--- src/rtl/pw_pkg.sv ---
package pw_pkg;
    typedef enum logic [2:0] {
        W_IDLE,
        W_DIR_RD,
        W_DIR_WR,
        W_TBL_RD,
        W_TBL_WR,
        W_RESP
    } walk_st_e;

    localparam int E_PRES  = 0;
    localparam int E_RW    = 1;
    localparam int E_USER  = 2;
    localparam int E_ACC   = 5;
    localparam int E_DIRTY = 6;
    localparam int E_BIG   = 7;
endpackage

--- src/rtl/pw_perm.sv ---
module pw_perm
    import pw_pkg::*;
#(
    parameter int EW = 32
) (
    input  logic [EW-1:0] ent,
    input  logic          user,
    input  logic          write,
    input  logic          wp,
    output logic          allow,
    output logic          wable
);
    logic ro_user_page;

    always_comb begin
        ro_user_page = wp && ent[E_USER] && !ent[E_RW];
        if (user) begin
            allow = ent[E_USER] && (!write || ent[E_RW]);
            wable = ent[E_RW];
        end else begin
            allow = !(write && ro_user_page);
            wable = !ro_user_page;
        end
    end
endmodule

--- src/rtl/pw_addr.sv ---
module pw_addr #(
    parameter int PG_OFF = 12,
    parameter int IDX_W  = 10
) (
    input  logic [PG_OFF+2*IDX_W-1:0] base,
    input  logic [PG_OFF+2*IDX_W-1:0] va,
    input  logic [PG_OFF+2*IDX_W-1:0] dir_ent,
    input  logic [PG_OFF+2*IDX_W-1:0] leaf_ent,
    output logic [PG_OFF+2*IDX_W-1:0] dir_addr,
    output logic [PG_OFF+2*IDX_W-1:0] tbl_addr,
    output logic [PG_OFF+2*IDX_W-1:0] big_pa,
    output logic [PG_OFF+2*IDX_W-1:0] small_pa
);
    localparam int AW     = PG_OFF + 2 * IDX_W;
    localparam int BIG_SH = PG_OFF + IDX_W;
    localparam logic [AW-1:0] FRAME = ~AW'((64'd1 << PG_OFF) - 64'd1);

    logic [AW-1:0] dir_idx4, tbl_idx4;

    assign dir_idx4 = {{(AW-IDX_W){1'b0}}, va[AW-1:BIG_SH]} << 2;
    assign tbl_idx4 = {{(AW-IDX_W){1'b0}}, va[BIG_SH-1:PG_OFF]} << 2;
    assign dir_addr = (base & FRAME) + dir_idx4;
    assign tbl_addr = (dir_ent & FRAME) + tbl_idx4;
    assign big_pa   = {leaf_ent[AW-1:BIG_SH], va[BIG_SH-1:0]};
    assign small_pa = {leaf_ent[AW-1:PG_OFF], va[PG_OFF-1:0]};
endmodule

--- src/rtl/pt_walker.sv ---
module pt_walker
    import pw_pkg::*;
#(
    parameter int PG_OFF = 12,
    parameter int IDX_W  = 10
) (
    input  logic                       clk,
    input  logic                       rst,
    input  logic                       req_valid,
    output logic                       req_ready,
    input  logic [PG_OFF+2*IDX_W-1:0]  req_vaddr,
    input  logic                       req_write,
    input  logic                       req_user,
    input  logic                       cfg_pg_en,
    input  logic                       cfg_wp,
    input  logic                       cfg_pse,
    input  logic [PG_OFF+2*IDX_W-1:0]  cfg_base,
    output logic                       rsp_valid,
    output logic                       rsp_fault,
    output logic [PG_OFF+2*IDX_W-1:0]  rsp_paddr,
    output logic                       rsp_writable,
    output logic [2:0]                 rsp_err,
    output logic [PG_OFF+2*IDX_W-1:0]  fault_addr,
    output logic                       mem_req,
    output logic                       mem_we,
    output logic [PG_OFF+2*IDX_W-1:0]  mem_addr,
    output logic [PG_OFF+2*IDX_W-1:0]  mem_wdata,
    input  logic                       mem_ack,
    input  logic [PG_OFF+2*IDX_W-1:0]  mem_rdata
);
    localparam int AW = PG_OFF + 2 * IDX_W;

    typedef struct packed {
        walk_st_e      st;
        logic [AW-1:0] va;
        logic          wr;
        logic          us;
        logic          wp;
        logic          pse;
        logic [AW-1:0] base;
        logic [AW-1:0] dir;
        logic [AW-1:0] wb;
        logic          big;
        logic          flt;
        logic [AW-1:0] pa;
        logic          wable;
        logic [2:0]    err;
        logic [AW-1:0] far;
    } walk_t;

    walk_t q, d;

    logic [AW-1:0] dir_addr, tbl_addr, big_pa, small_pa;
    logic          allow, wable;
    logic          go_flt, flt_prot;

    pw_addr #(.PG_OFF(PG_OFF), .IDX_W(IDX_W)) u_addr (
        .base    (q.base),
        .va      (q.va),
        .dir_ent (q.st == W_DIR_RD ? mem_rdata : q.dir),
        .leaf_ent(mem_rdata),
        .dir_addr(dir_addr),
        .tbl_addr(tbl_addr),
        .big_pa  (big_pa),
        .small_pa(small_pa)
    );

    pw_perm #(.EW(AW)) u_perm (
        .ent  (mem_rdata),
        .user (q.us),
        .write(q.wr),
        .wp   (q.wp),
        .allow(allow),
        .wable(wable)
    );

    always_comb begin
        d        = q;
        go_flt   = 1'b0;
        flt_prot = 1'b0;
        unique case (q.st)
            W_IDLE: begin
                if (req_valid) begin
                    d.va    = req_vaddr;
                    d.wr    = req_write;
                    d.us    = req_user;
                    d.wp    = cfg_wp;
                    d.pse   = cfg_pse;
                    d.base  = cfg_base;
                    d.flt   = 1'b0;
                    d.err   = 3'b000;
                    d.big   = 1'b0;
                    if (cfg_pg_en) begin
                        d.st = W_DIR_RD;
                    end else begin
                        d.pa    = req_vaddr;
                        d.wable = 1'b1;
                        d.st    = W_RESP;
                    end
                end
            end
            W_DIR_RD: begin
                if (mem_ack) begin
                    d.dir = mem_rdata;
                    if (!mem_rdata[E_PRES]) begin
                        go_flt = 1'b1;
                    end else if (!allow) begin
                        go_flt   = 1'b1;
                        flt_prot = 1'b1;
                    end else begin
                        d.big = mem_rdata[E_BIG] && q.pse;
                        if (d.big) begin
                            d.pa    = big_pa;
                            d.wable = wable;
                        end
                        d.wb = mem_rdata;
                        d.wb[E_ACC] = 1'b1;
                        if (d.big && q.wr) d.wb[E_DIRTY] = 1'b1;
                        if (!mem_rdata[E_ACC]) d.st = W_DIR_WR;
                        else                   d.st = d.big ? W_RESP : W_TBL_RD;
                    end
                end
            end
            W_DIR_WR: begin
                if (mem_ack) d.st = q.big ? W_RESP : W_TBL_RD;
            end
            W_TBL_RD: begin
                if (mem_ack) begin
                    if (!mem_rdata[E_PRES]) begin
                        go_flt = 1'b1;
                    end else if (!allow) begin
                        go_flt   = 1'b1;
                        flt_prot = 1'b1;
                    end else begin
                        d.pa    = small_pa;
                        d.wable = wable;
                        d.wb    = mem_rdata;
                        d.wb[E_ACC] = 1'b1;
                        if (q.wr) d.wb[E_DIRTY] = 1'b1;
                        if (!mem_rdata[E_ACC] || (q.wr && !mem_rdata[E_DIRTY]))
                            d.st = W_TBL_WR;
                        else
                            d.st = W_RESP;
                    end
                end
            end
            W_TBL_WR: begin
                if (mem_ack) d.st = W_RESP;
            end
            W_RESP: begin
                d.st = W_IDLE;
            end
            default: d.st = W_IDLE;
        endcase
        if (go_flt) begin
            d.flt   = 1'b1;
            d.err   = {q.us, q.wr, flt_prot};
            d.far   = q.va;
            d.pa    = '0;
            d.wable = 1'b0;
            d.st    = W_RESP;
        end
    end

    always_ff @(posedge clk) begin
        if (rst) begin
            q    <= '0;
            q.st <= W_IDLE;
        end else begin
            q <= d;
        end
    end

    assign req_ready    = (q.st == W_IDLE);
    assign rsp_valid    = (q.st == W_RESP);
    assign rsp_fault    = q.flt;
    assign rsp_paddr    = q.pa;
    assign rsp_writable = q.wable;
    assign rsp_err      = q.err;
    assign fault_addr   = q.far;
    assign mem_req      = (q.st == W_DIR_RD) || (q.st == W_DIR_WR) ||
                          (q.st == W_TBL_RD) || (q.st == W_TBL_WR);
    assign mem_we       = (q.st == W_DIR_WR) || (q.st == W_TBL_WR);
    assign mem_addr     = (q.st == W_TBL_RD || q.st == W_TBL_WR) ? tbl_addr : dir_addr;
    assign mem_wdata    = q.wb;
endmodule

--- config.mk ---
export PLATFORM = sky130hd
export DESIGN_NAME = pt_walker
export DESIGN_NICKNAME = d
export VERILOG_FILES = /design/src/rtl/pw_pkg.sv /design/src/rtl/pw_perm.sv /design/src/rtl/pw_addr.sv /design/src/rtl/pt_walker.sv
export SDC_FILE = /design/constraint.sdc
export NUM_CORES = 1
export LEC_CHECK = 0
export BUFFER_PORTS_ARGS = -buffer_cell sky130_fd_sc_hd__clkbuf_2
export CORE_MARGIN = 4
export CORE_UTILIZATION = 30
export DETAILED_ROUTE_END_ITERATION = 7
export MAX_ROUTING_LAYER = met4
export PLACE_DENSITY = 0.53
export SLEW_MARGIN = 20
export SYNTH_ARGS = -nofsm -noshare
export SYNTH_HDL_FRONTEND = slang
export SYNTH_SLANG_ARGS = --single-unit
--- constraint.sdc ---
create_clock -name clk -period 2.7 [get_ports clk]
set_clock_uncertainty 0.2 [all_clocks]
set_input_delay 0.135 -clock clk [delete_from_list [all_inputs] [get_ports clk]]
set_output_delay 0.135 -clock clk [all_outputs]
set_load 0.005 [all_outputs]
After elaboration in Yosys (flattened, before gate mapping)
Index checks and enable logic that the tools add are counted.
W data, S select, Z words.
{ "word_totals": {"reg_bits": 205, "input_bits": 105, "word_cells": 129} }
{ "op_classes": {"n_addsub": 2, "n_eq_ne": 25, "n_mux": 50, "n_reduce_logical": 36} }
{ "ops": {"columns": ["operator", "n"], "rows": [
  ["$mux W33", 11],
  ["$mux W32", 5],
  ["$pmux W33 S3", 1],
  ["$mux W71", 1],
  ["$mux W69", 1],
  ["$add A32 B12 Y32", 2],
  ["$pmux W32 S2", 1],
  ["$mux W3", 14],
  ["$mux W38", 1],
  ["$ne A3 B3 Y1 const B", 8],
  ["$ne A2 B2 Y1 const B", 10],
  ["$reduce_and A9 Y1", 2],
  ["$pmux W3 S5", 1],
  ["$mux W1", 13],
  ["$reduce_and A10 Y1", 1],
  ["$reduce_bool A2 Y1", 4],
  ["$logic_and A1 B1 Y1", 7],
  ["$logic_or A1 B1 Y1", 7],
  ["$reduce_and A7 Y1", 1],
  ["$eq A3 B2 Y1 const B", 2],
  ["$eq A3 B3 Y1 const B", 2],
  ["$logic_not A1 Y1", 6],
  ["$reduce_and A2 Y1", 3],
  ["$reduce_and A5 Y1", 1],
  ["7 further kinds", 8]
]} }

Longest topological paths before layout
Gate-level depths: netlist of the first run.
{ "logic_depth": {"word_depth": 11, "ltp_mapped": 8, "ltp_nobuf": 5} }

Modules after synthesis
From an unflattened synthesis of the first run, not the netlist that was laid out.
{ "unflattened": {"cells_unflattened": 1314, "area_unflattened_um2": 10485.1} }
{ "modules_own_cells": {"columns": ["module", "n_inst", "cells_each", "area_each_um2", "seq_area_each_um2"], "rows": [
  ["pt_walker", 1, 1181, 9495.4, 4083.9],
  ["pw_addr", 1, 129, 964.7, 0.0],
  ["pw_perm", 1, 4, 25.0, 0.0]
]} }

Least setup slack after synthesis of the first run
Ideal clock, no wire load.
{ "synth_path": {"path_kind": "flip-flop to flip-flop", "from": "reg q[169] (netlist bit)", "to": "reg q (netlist bit rsp_paddr[2])", "setup_time_ps": 125, "t_arrival_ps": 1447, "t_required_ps": 2375, "slack_ps": 928, "path_stages_with_launch": 8, "path_buffers": 2, "synth_period_minus_slack_ps": 1772, "cell_sequence": "dfxtp_1 -> nand2b_1 -> a32oi_1 -> nand3_2 -> nand2b_1 -> buf_4 -> buf_4 -> a211oi_1"} }
{ "synth_between": {"elab_chain_len": 9, "elab_cells_between_ends": 14, "cone_classes": "eq/ne: 2; mux: 5; reduce/logical: 7"} }
{ "synth_lines": {"columns": ["item", "line", "text"], "rows": [
  ["start: declaration", "pt_walker.sv:51", "walk_t q, d;"],
  ["$logic_not A1 Y1", "pw_perm.sv:18", "allow = ent[E_USER] && (!write || ent[E_RW]);"],
  ["$logic_or A1 B1 Y1", "pw_perm.sv:18", null],
  ["$logic_and A1 B1 Y1", "pw_perm.sv:18", null],
  ["$mux W1 *", "pw_perm.sv:17", "if (user) begin"],
  ["$mux W1", "pt_walker.sv:107, pt_walker.sv:131", null],
  ["$mux W1", "pt_walker.sv:129", "if (!mem_rdata[E_PRES]) begin"],
  ["$mux W1", "pt_walker.sv:128", "if (mem_ack) begin"],
  ["$mux W1", null, null],
  ["$reduce_or A2 Y1 (no source line)", null, null]
]} }
Every way passes the cells marked *; elsewhere a longest branch is shown, timed or not.
A chain may end at the register's enable or synchronous reset.

Worst setup path after layout of the first run
{ "layout_path": {"from": "reg q[202] (netlist bit)", "to": "reg q (netlist bit mem_wdata[3])"} }
{ "layout_between": {"elab_chain_len": 3, "elab_cells_between_ends": 11, "cone_classes": "eq/ne: 8; mux: 1; reduce/logical: 2"} }
{ "layout_lines": {"columns": ["item", "line", "text"], "rows": [
  ["$eq A3 B2 Y1 / $eq A3 B1 Y1 (equally long branches)", "pt_walker.sv:81", "unique case (q.st)"],
  ["$ne A2 B2 Y1 (no source line) / $reduce_bool A2 Y1 (equally long branches)", null, null],
  ["$reduce_and A7 Y1 (no source line)", null, null]
]} }
Several ways; a longest one is shown, not always the timed one.

==> flow_summary.json, run 1 <==
{
  "max_freq_mhz": 394,
  "arrival_ns": 2.65,
  "vias": 7425,
  "vias_per_cell": 4.73,
  "switching_power_w": 0.00378,
  "async_flop_share_pct": 0,
  "cts.root.buffer_cell": "clkbuf_16",
  "start_util_pct": 30.4,
  "synth_edf_count": 0,
  "synth_compound_area_share_pct": 17.4,
  "switching_share_pct": 38.5,
  "h-tree-depth": 4,
  "ys_ff_latch": 180,
  "synth_top_family_by_area": "compound AO/OA/AOI/OAI gates",
  "fp.dieW_um": 173,
  "totalPowerFinal_w": 0.00981,
  "path_cells": "nor2b_2, nand2_1, or2_2, nand2_1, a21oi_1, dlygate4sd3_1",
  "fin_crit_sh_pct": 94.1,
  "ioPinCount": 242,
  "drive_gt1_share_pct": 28.4,
  "crit_path_start": "q[202]",
  "cts_max_path_buffers": 2,
  "dr.pass1.iters": 5,
  "synth_mux_area_share_pct": 8.41,
  "setup_ws_ns": 0.159,
  "intPower_w": 0.00603,
  "drt-total-wl_um": 27600,
  "r2r_slack_ns": 0.16,
  "synthSimpleGateAreaFrac_pct": 16.5,
  "hold_path_class": "input port to flop",
  "post_synth_main_area_contributors": "dfxtp_1, nand2_1, a21oi_1",
  "antenna_found_initial": 1,
  "crit_type": "flop to flop",
  "grt_max_degree": 48,
  "antenna_left": 0,
  "min_period_ns": 2.54,
  "cp_slowest_stage_delay_ns": 0.58,
  "yosysTopAreaCellShare_pct": 44.0,
  "pre_cts_slack_ns": 0.363,
  "syn_to_final_growth_pct": 30.4,
  "synth-xor-area-share_pct": 0.107,
  "r2r_end": "mem_wdata[3]",
  "grt_overflow": 0,
  "synthDistinctLibCells": 40,
  "comb_power_share_pct": 38.1,
  "outcome": "finished, final reports clean",
  "crit_top_cell": "nand2_1",
  "synthCells": 1003,
  "start_kind": "flop",
  "design.core.area_mm2": 0.0269,
  "hold_path_end": "q[202]",
  "rr_startpoint": "q[202]",
  "p_leak_nw": 4.45,
  "syn_area_mm2": 0.00818,
  "slowest_stage": "dlygate4sd3_1",
  "cp_max_fo": 12,
  "min_from": "req_valid",
  "yosys.cell_count.top_type": "nand2_1",
  "cts_tree": "built",
  "synth.avg_cell_area_um2": 8.16,
  "yosysSeqAreaShare_pct": 44.0,
  "drv_slew": 0,
  "clkTransAtPathRegs_ns": 0.07,
  "yosys.area.top_type": "dfxtp_1",
  "clk-insertion-delay-late_ns": 0.42,
  "power_density_mw_per_mm2": 920,
  "synth_fa_ha_area_share_pct": 0,
  "grt_pass1_vias": 7457,
  "grtUsageTotal_pct": 18.6,
  "synth_ff_type": "dfxtp_1",
  "cts_sinks": 180,
  "layout.nets": 1319,
  "finalHoldViolations": 0,
  "numCtsBuffers": 17,
  "seq_power_share_pct": 36.3,
  "tightest_slew_ns": 0.538,
  "die-area_mm2": 0.0300,
  "yosysWarnings": 0,
  "dp_hpwl_um": 18600,
  "maxCapViolCount": 0,
  "routedWlPerCell_um": 17.6,
  "setup_viol": 0,
  "reg2reg_depth": 6,
  "drcViolationCount": 0,
  "final_util_pct": 39.7,
  "rsz0062_at_grt": "no",
  "end_kind": "flop",
  "fp.dieH_um": 173,
  "port_buffers": 227,
  "row_count": 60,
  "gp_congestion": 0.847,
  "fin_tns_setup_ns": 0,
  "grt_pass1_wl_um": 43000,
  "ys_top_cells_by_count": "nand2_1, dfxtp_1, a21oi_1",
  "hold_path_depth": 4,
  "drt_iter0_drc": 400,
  "critPathRequiredTime_ns": 2.81,
  "power_frac_clock_pct": 25.7,
  "ir_drop_uv": 452,
  "max-slew-margin-rel_pct": 64.2
}
-- stage by stage --
stage,hold WS [ns],instances,area [um^2]
after floorplan,0.0710,1004,8190
after global placement,0.158,1427,8950
after detailed placement,0.164,1428,8980
after CTS,0.00753,1567,10600
after global routing,0.0649,1569,10700
final,0.0307,1569,10700
-- worst max path at each step --
stage | endpoint | slack [ns] | depth (start not counted)
floorplan | rsp_paddr[2] | 0.93 | 7
global placement | mem_addr[17] | 0.27 | 4
detailed placement | rsp_paddr[5] | 0.36 | 6
CTS | mem_addr[17] | 0.04 | 5
global route | mem_wdata[4] | 0.006 | 6
finish | mem_wdata[3] | 0.16 | 6
-- worst max-delay path: cells and delay by family (launching register included) --
family / cells / cell delay, ns
compound gates: 1 / 0.07
flops: 1 / 0.45
buf+inv: 1 / 0.58
simple gates: 4 / 1.13
-- registers in the layout (all words and copies together), names as in the netlist --
| register | count |
|---|---|
| q | 80 |
| rsp_fault | 1 |
| rsp_writable | 1 |
| rsp_paddr | 32 |
| fault_addr | 32 |
| mem_wdata | 31 |
| rsp_err | 3 |
-- layer usage --
layer | vias to the layer above | GRT usage (%) | part of all wire, %
met5 | - | - | 0
met4 | 0 | 4.96 | 1.7
met3 | 27 | 3.04 | 3.9
met2 | 190 | 29.6 | 47
met1 | 3520 | 24.7 | 47
li1 | 3688 | - | -
-- cells in the final DEF (no fill, tap or decap), types with 14 or more instances in the layout --
cell type | synthesis | layout
dlygate4sd3_1 | 0 | 107
mux2_2 | 30 | 30
nand2_1 | 295 | 294
a211oi_1 | 15 | 15
mux2i_1 | 35 | 35
clkbuf_2 | 0 | 226
a21oi_1 | 178 | 177
nor2_1 | 16 | 15
clkbuf_16 | 0 | 17
buf_4 | 107 | 28
o21ai_0 | 14 | 14
dfxtp_1 | 180 | 180
-- area by class of cell --
cell class / instances / area (um^2)
Fill cell: 2776 / 16200
Sequential cell: 180 / 3600
Multi-Input combinational cell: 647 / 3530
Timing Repair Buffer: 366 / 2510
Clock buffer: 18 / 439
Tap cell: 341 / 427
Clock inverter: 14 / 153
Inverter: 2 / 7.51
Antenna cell: 1 / 2.50
-- power groups by stage --
stage | logic (W) | clock network (W) | registers (W)
3_5_place_dp | 0.00356 | 0 | 0.00363
4_1_cts | 0.00372 | 0.00259 | 0.00357
3_3_place_gp | 0.00348 | 0 | 0.00363
6_report | 0.00373 | 0.00252 | 0.00356
5_1_grt | 0.00410 | 0.00271 | 0.00363
2_1_floorplan | 0.00258 | 0 | 0.00346
-- what timing repair did --
action | in CTS | in global routing
endpoints found under the setup margin | 0 | 26
setup buffers | 0 | 1
hold buffers | 107 | 0
hold endpoints to repair | 152 | 0
resized for setup | 0 | 3
-- cells by family after synthesis --
group / Yosys count
xor+xnor: 1
compound gates: 241
buf+inv: 177
other cells: 1
simple gates: 338
mux: 65
flops: 180
(Power assumes the default switching activity.)
==> run 2: changes to the inputs <==
--- a/config.mk
+++ b/config.mk
@@ -11,6 +11,7 @@
 export DETAILED_ROUTE_END_ITERATION = 7
 export MAX_ROUTING_LAYER = met4
 export PLACE_DENSITY = 0.53
+export RECOVER_POWER = 25
 export SLEW_MARGIN = 20
 export SYNTH_ARGS = -nofsm -noshare
 export SYNTH_HDL_FRONTEND = slang
==> run 2 against run 1 <==
  * Cell count unchanged
  * Worst hold slack improved by 0.0040 ns
  * Maximum frequency about the same
  * Sequential cell count did not move
  * Global-route usage did not move
  * First-iteration DRC count is 8.5% lower
  * Highest routed layer unchanged
  * Largest cell class unchanged
  * Utilization fell by 0.22 points
==> flow_summary.json, run 2 (synthesis results as in run 1) <==
{
  "outcome": "finished, final reports clean",
  "rr_startpoint": "q[202]",
  "h-tree-depth": 4,
  "pre_cts_slack_ns": 0.363,
  "max-slew-margin-rel_pct": 63.9,
  "clk-insertion-delay-late_ns": 0.42,
  "grt_pass1_wl_um": 43000,
  "clkTransAtPathRegs_ns": 0.08,
  "grt_pass1_vias": 7457,
  "numCtsBuffers": 17,
  "largest-register": "q",
  "start_kind": "flop",
  "grtUsageTotal_pct": 18.6,
  "grt_max_degree": 48,
  "design.core.area_mm2": 0.0269,
  "finalHoldViolations": 0,
  "hold_path_class": "input port to flop",
  "crit_type": "flop to flop",
  "port_buffers": 227,
  "largest_reg_flops": 80,
  "fp.dieW_um": 173,
  "drcViolationCount": 0,
  "p_leak_nw": 4.29,
  "grt_overflow": 0,
  "fp.dieH_um": 173,
  "cp_max_fo": 12,
  "setup_ws_ns": 0.159,
  "ir_drop_uv": 452,
  "dr.pass1.iters": 5,
  "drt_iter0_drc": 366,
  "drv_slew": 0,
  "routedWlPerCell_um": 17.6,
  "vias": 7475,
  "layout.nets": 1319,
  "die-area_mm2": 0.0300,
  "crit_path_start": "q[202]",
  "wl_met3_um": 1160,
  "start_util_pct": 30.4,
  "cts_sinks": 180,
  "row_count": 60,
  "ioPinCount": 242,
  "fillers": 2799,
  "dp_hpwl_um": 18600,
  "met1_length_um": 13000,
  "cts_tree": "built",
  "end_kind": "flop",
  "setup_viol": 0,
  "arrival_ns": 2.66,
  "min_period_ns": 2.54,
  "antenna_found_initial": 1,
  "layout_commonest_cell": "nand2_1",
  "vias_per_cell": 4.76,
  "rsz0062_at_grt": "no",
  "gp_congestion": 0.847,
  "cts.root.buffer_cell": "clkbuf_16",
  "min_from": "req_valid",
  "antenna_left": 0,
  "power_density_mw_per_mm2": 922,
  "fin_crit_sh_pct": 94.1,
  "syn_to_final_growth_pct": 29.7,
  "drt-total-wl_um": 27600,
  "fin_tns_setup_ns": 0,
  "maxCapViolCount": 0,
  "wl_met2_um": 13000,
  "max_freq_mhz": 394,
  "top_layer": "met4",
  "totalPowerFinal_w": 0.00978,
  "critPathRequiredTime_ns": 2.81,
  "tightest_slew_ns": 0.542,
  "drive_gt1_share_pct": 24.6,
  "final_cell_mix": "nand2_1, dfxtp_1, clkbuf_2",
  "cts_max_path_buffers": 2
}
[run 2: cell types whose count changed in the layout (fill, tap and decap cells not counted)]
cell      before  now
clkbuf_1       0   47
clkbuf_2     226  179
[run 2: layer usage]
metal	vias to the layer above	track usage (%)
met3	28	3.04
met4	0	4.96
met2	210	29.6
met5	-	-
met1	3546	24.7
li1	3691	-
[run 2: repair_timing]
item	CTS	global route
setup buffers	0	1
hold endpoints to repair	152	0
hold buffers	107	0
setup endpoints to repair	0	26
resized for setup	0	3
[run 2: area by class of cell]
type	count	area, um^2	share of cell area, %
clock buffer	18	439	4.14
multi-input combinational	647	3530	33.2
timing repair buffer	366	2450	23.1
sequential	180	3600	34.0
tap	341	427	4.02
antenna	1	2.50	0.0236
clock inverter	14	153	1.44
inverter	2	7.51	0.0707
[run 2: worst max-delay path, cell delays in order (launching register included)]
cell and delay [ns]:
dfxtp_1 0.45, nor2b_2 0.34, nand2_1 0.22, or2_2 0.46, nand2_1 0.11, a21oi_1 0.07
dlygate4sd3_1 0.59
[run 2: where the power goes]
part / internal, W / switching [W]
clock: 0.00127 / 0.00125
combinational: 0.00154 / 0.00216
sequential: 0.00319 / 0.000372
[run 2: stage by stage]
step	instance area [um^2]	instances	hold WS (ns)	util (%)
detailed placement	8980	1428	0.164	33.4
floorplan	8190	1004	0.0710	-
global route	10600	1569	0.0649	39.5
finish	10600	1569	0.0347	39.5
CTS	10600	1567	0.00753	39.6
global placement	8950	1427	0.158	33.3
[run 2: worst paths after layout]
check / cells after the start / endpoint / slack, ns
worst max register to register: 6 / mem_wdata[8] / 0.16
worst max-delay path: 6 / mem_wdata[8] / 0.16
worst min-delay path: 4 / q[202] / 0.03
worst min register to register: 2 / q[158] / 0.25
==> run 3: changes to the inputs <==
--- a/config.mk
+++ b/config.mk
@@ -6,11 +6,13 @@
 export NUM_CORES = 1
 export LEC_CHECK = 0
 export BUFFER_PORTS_ARGS = -buffer_cell sky130_fd_sc_hd__clkbuf_2
+export CELL_PAD_IN_SITES_DETAIL_PLACEMENT = 1
+export CELL_PAD_IN_SITES_GLOBAL_PLACEMENT = 2
 export CORE_MARGIN = 4
-export CORE_UTILIZATION = 30
+export CORE_UTILIZATION = 32
 export DETAILED_ROUTE_END_ITERATION = 7
 export MAX_ROUTING_LAYER = met4
-export PLACE_DENSITY = 0.53
+export PLACE_DENSITY = 0.88
 export RECOVER_POWER = 25
 export SLEW_MARGIN = 20
 export SYNTH_ARGS = -nofsm -noshare
==> run 3 against run 2 <==
  * Design area fell by 1.5%
  * Worst hold slack improved by 0.083 ns
  * Register-to-register slack improved by 0.25 ns
  * Count of clock-buffer cells in the layout down 1
  * Critical path depth stayed put
  * First-iteration DRC count shrank 0.82%
  * Sequential share of layout area up 0.50 points
  * Sequential cell count did not move
  * Non-clock buffer count fell by 15
  * Cell count shrank 1.7%
  * Utilization rose by 2.0 points
==> flow_summary.json, run 3 (synthesis results as in run 1) <==
{
  "cp_max_fo": 30,
  "syn_to_final_growth_pct": 27.8,
  "h-tree-depth": 4,
  "routedWlPerCell_um": 19.1,
  "gp_congestion": 0.850,
  "min_period_ns": 2.60,
  "largest_reg_flops": 80,
  "outcome": "finished, final reports clean",
  "grtUsageTotal_pct": 21.2,
  "vias": 7545,
  "slowest_stage": "dfxtp_1",
  "pre_cts_slack_ns": 0.158,
  "p_leak_nw": 4.15,
  "clkTransAtPathRegs_ns": 0.07,
  "end_kind": "output port",
  "max-slew-margin-rel_pct": 50.0,
  "cts.root.buffer_cell": "clkbuf_16",
  "final_cells": 1542,
  "fp.dieW_um": 168,
  "tightest_slew_ns": 0.750,
  "drt-total-wl_um": 29400,
  "fin_crit_sh_pct": 96.2,
  "crit_path_start": "q[203]",
  "ioPinCount": 242,
  "r2r_slack_ns": 0.41,
  "arrival_ns": 2.26,
  "r2r_end": "q[166]",
  "crit_buf_inv": 3,
  "dpl.cell_count": 1417,
  "critPathTopFamily": "buffers and inverters",
  "fillers": 3124,
  "totalPowerFinal_w": 0.00979,
  "grt_pass1_vias": 7984,
  "placed_cell_area_mm2": 0.00902,
  "dr.pass1.iters": 4,
  "cts_tree": "built",
  "dp_hpwl_um": 19300,
  "clk-insertion-delay-late_ns": 0.42,
  "start_kind": "flop",
  "rr_startpoint": "q[203]",
  "post-cts-setup-buffers": 0,
  "row_count": 58,
  "final_cell_mix": "nand2_1, dfxtp_1, a21oi_1",
  "drcViolationCount": 0,
  "cp_slowest_stage_delay_ns": 0.42,
  "max_freq_mhz": 385,
  "critPathRequiredTime_ns": 2.37,
  "antenna_found_initial": 0,
  "drv_slew": 0,
  "setup_viol": 0,
  "grt_max_degree": 147,
  "die-area_mm2": 0.0282,
  "finalHoldViolations": 0,
  "ir_drop_uv": 355,
  "min_from": "req_valid",
  "hold_path_depth": 5,
  "fp.dieH_um": 168,
  "largest-register": "q",
  "port_buffers": 227,
  "crit_type": "flop to output port",
  "grt_overflow": 0,
  "antenna_left": 0,
  "vias_per_cell": 4.89,
  "setup_ws_ns": 0.103,
  "hold_path_class": "input port to flop",
  "maxCapViolCount": 0,
  "path_cells": "buf_4, nor3b_1, a21oi_4, clkbuf_8, mux2_2, clkbuf_2",
  "hold_path_end": "q[204]",
  "rsz0062_at_grt": "no",
  "fin_area_mm2": 0.0105,
  "layout.nets": 1304,
  "cts_max_path_buffers": 2,
  "layout_commonest_cell": "nand2_1",
  "reg2reg_depth": 5,
  "design.core.area_mm2": 0.0252,
  "start_util_pct": 32.5,
  "antenna_cells": 0,
  "power_density_mw_per_mm2": 937,
  "drive_gt1_share_pct": 24.1,
  "fin_tns_setup_ns": 0,
  "drt_iter0_drc": 363,
  "grt_pass1_wl_um": 45900,
  "cts_sinks": 180,
  "numCtsBuffers": 17
}
[run 3: cell count changes in the layout (fill, tap and decap cells not counted), sizes merged]
| cell | delta |
|---|---|
| dlygate4sd3 | -14 |
| buf | -1 |
| clkinvlp | +3 |
| clkbuf | -1 |
| clkinv | -3 |
| inv | +1 |
| diode | -1 |
[run 3: per-stage QoR]
| stage | util (%) | hold WS [ns] |
|---|---|---|
| floorplan | - | 0.0710 |
| global placement | 35.8 | 0.161 |
| detailed placement | 35.8 | 0.165 |
| CTS | 41.8 | 0.103 |
| global route | 41.5 | 0.115 |
| finish | 41.5 | 0.118 |
[run 3: power by group]
part / switching (W) / internal (W) / total (W)
Combinational: 0.00225 / 0.00154 / 0.00379
Clock: 0.00123 / 0.00123 / 0.00246
Sequential: 0.000362 / 0.00319 / 0.00355
Total: 0.00384 / 0.00596 / 0.00979
[run 3: worst min-delay path, delay by kind of cell]
kind,cells,cell delay [ns]
buffers and inverters,1,0.12
muxes,1,0.17
and+or+nand+nor,1,0.09
AOI/OAI and AO/OA,2,0.18
[run 3: worst max-delay path by stage]
stage | endpoint | depth (start not counted)
after CTS | mem_addr[29] | 6
after global routing | mem_addr[20] | 6
final | mem_addr[20] | 6
after global placement | rsp_paddr[7] | 6
after floorplan | rsp_paddr[2] | 7
after detailed placement | rsp_paddr[7] | 6
[run 3: final cells by class]
class,instances,area [um^2],area share [%]
clock inverters,15,139,1.33
multi-input cells,647,3530,33.7
well taps,330,413,3.95
flip-flops and latches,180,3600,34.5
repair buffers,351,2340,22.4
clock buffers,17,425,4.07
inverters,2,7.51,0.0718
[run 3: metal layers]
metal	global-route usage (%)	vias up	wire length [um]
met5	-	-	0
met4	7.59	0	875
met3	3.22	49	1110
met2	34.7	201	14100
met1	26.7	3642	13300
li1	-	3653	-
[run 3: repair_timing]
item / CTS / global route
hold endpoints to repair: 142 / 0
gates resized for setup: 1 / 2
endpoints found under the setup margin: 11 / 11
hold buffers: 93 / 0
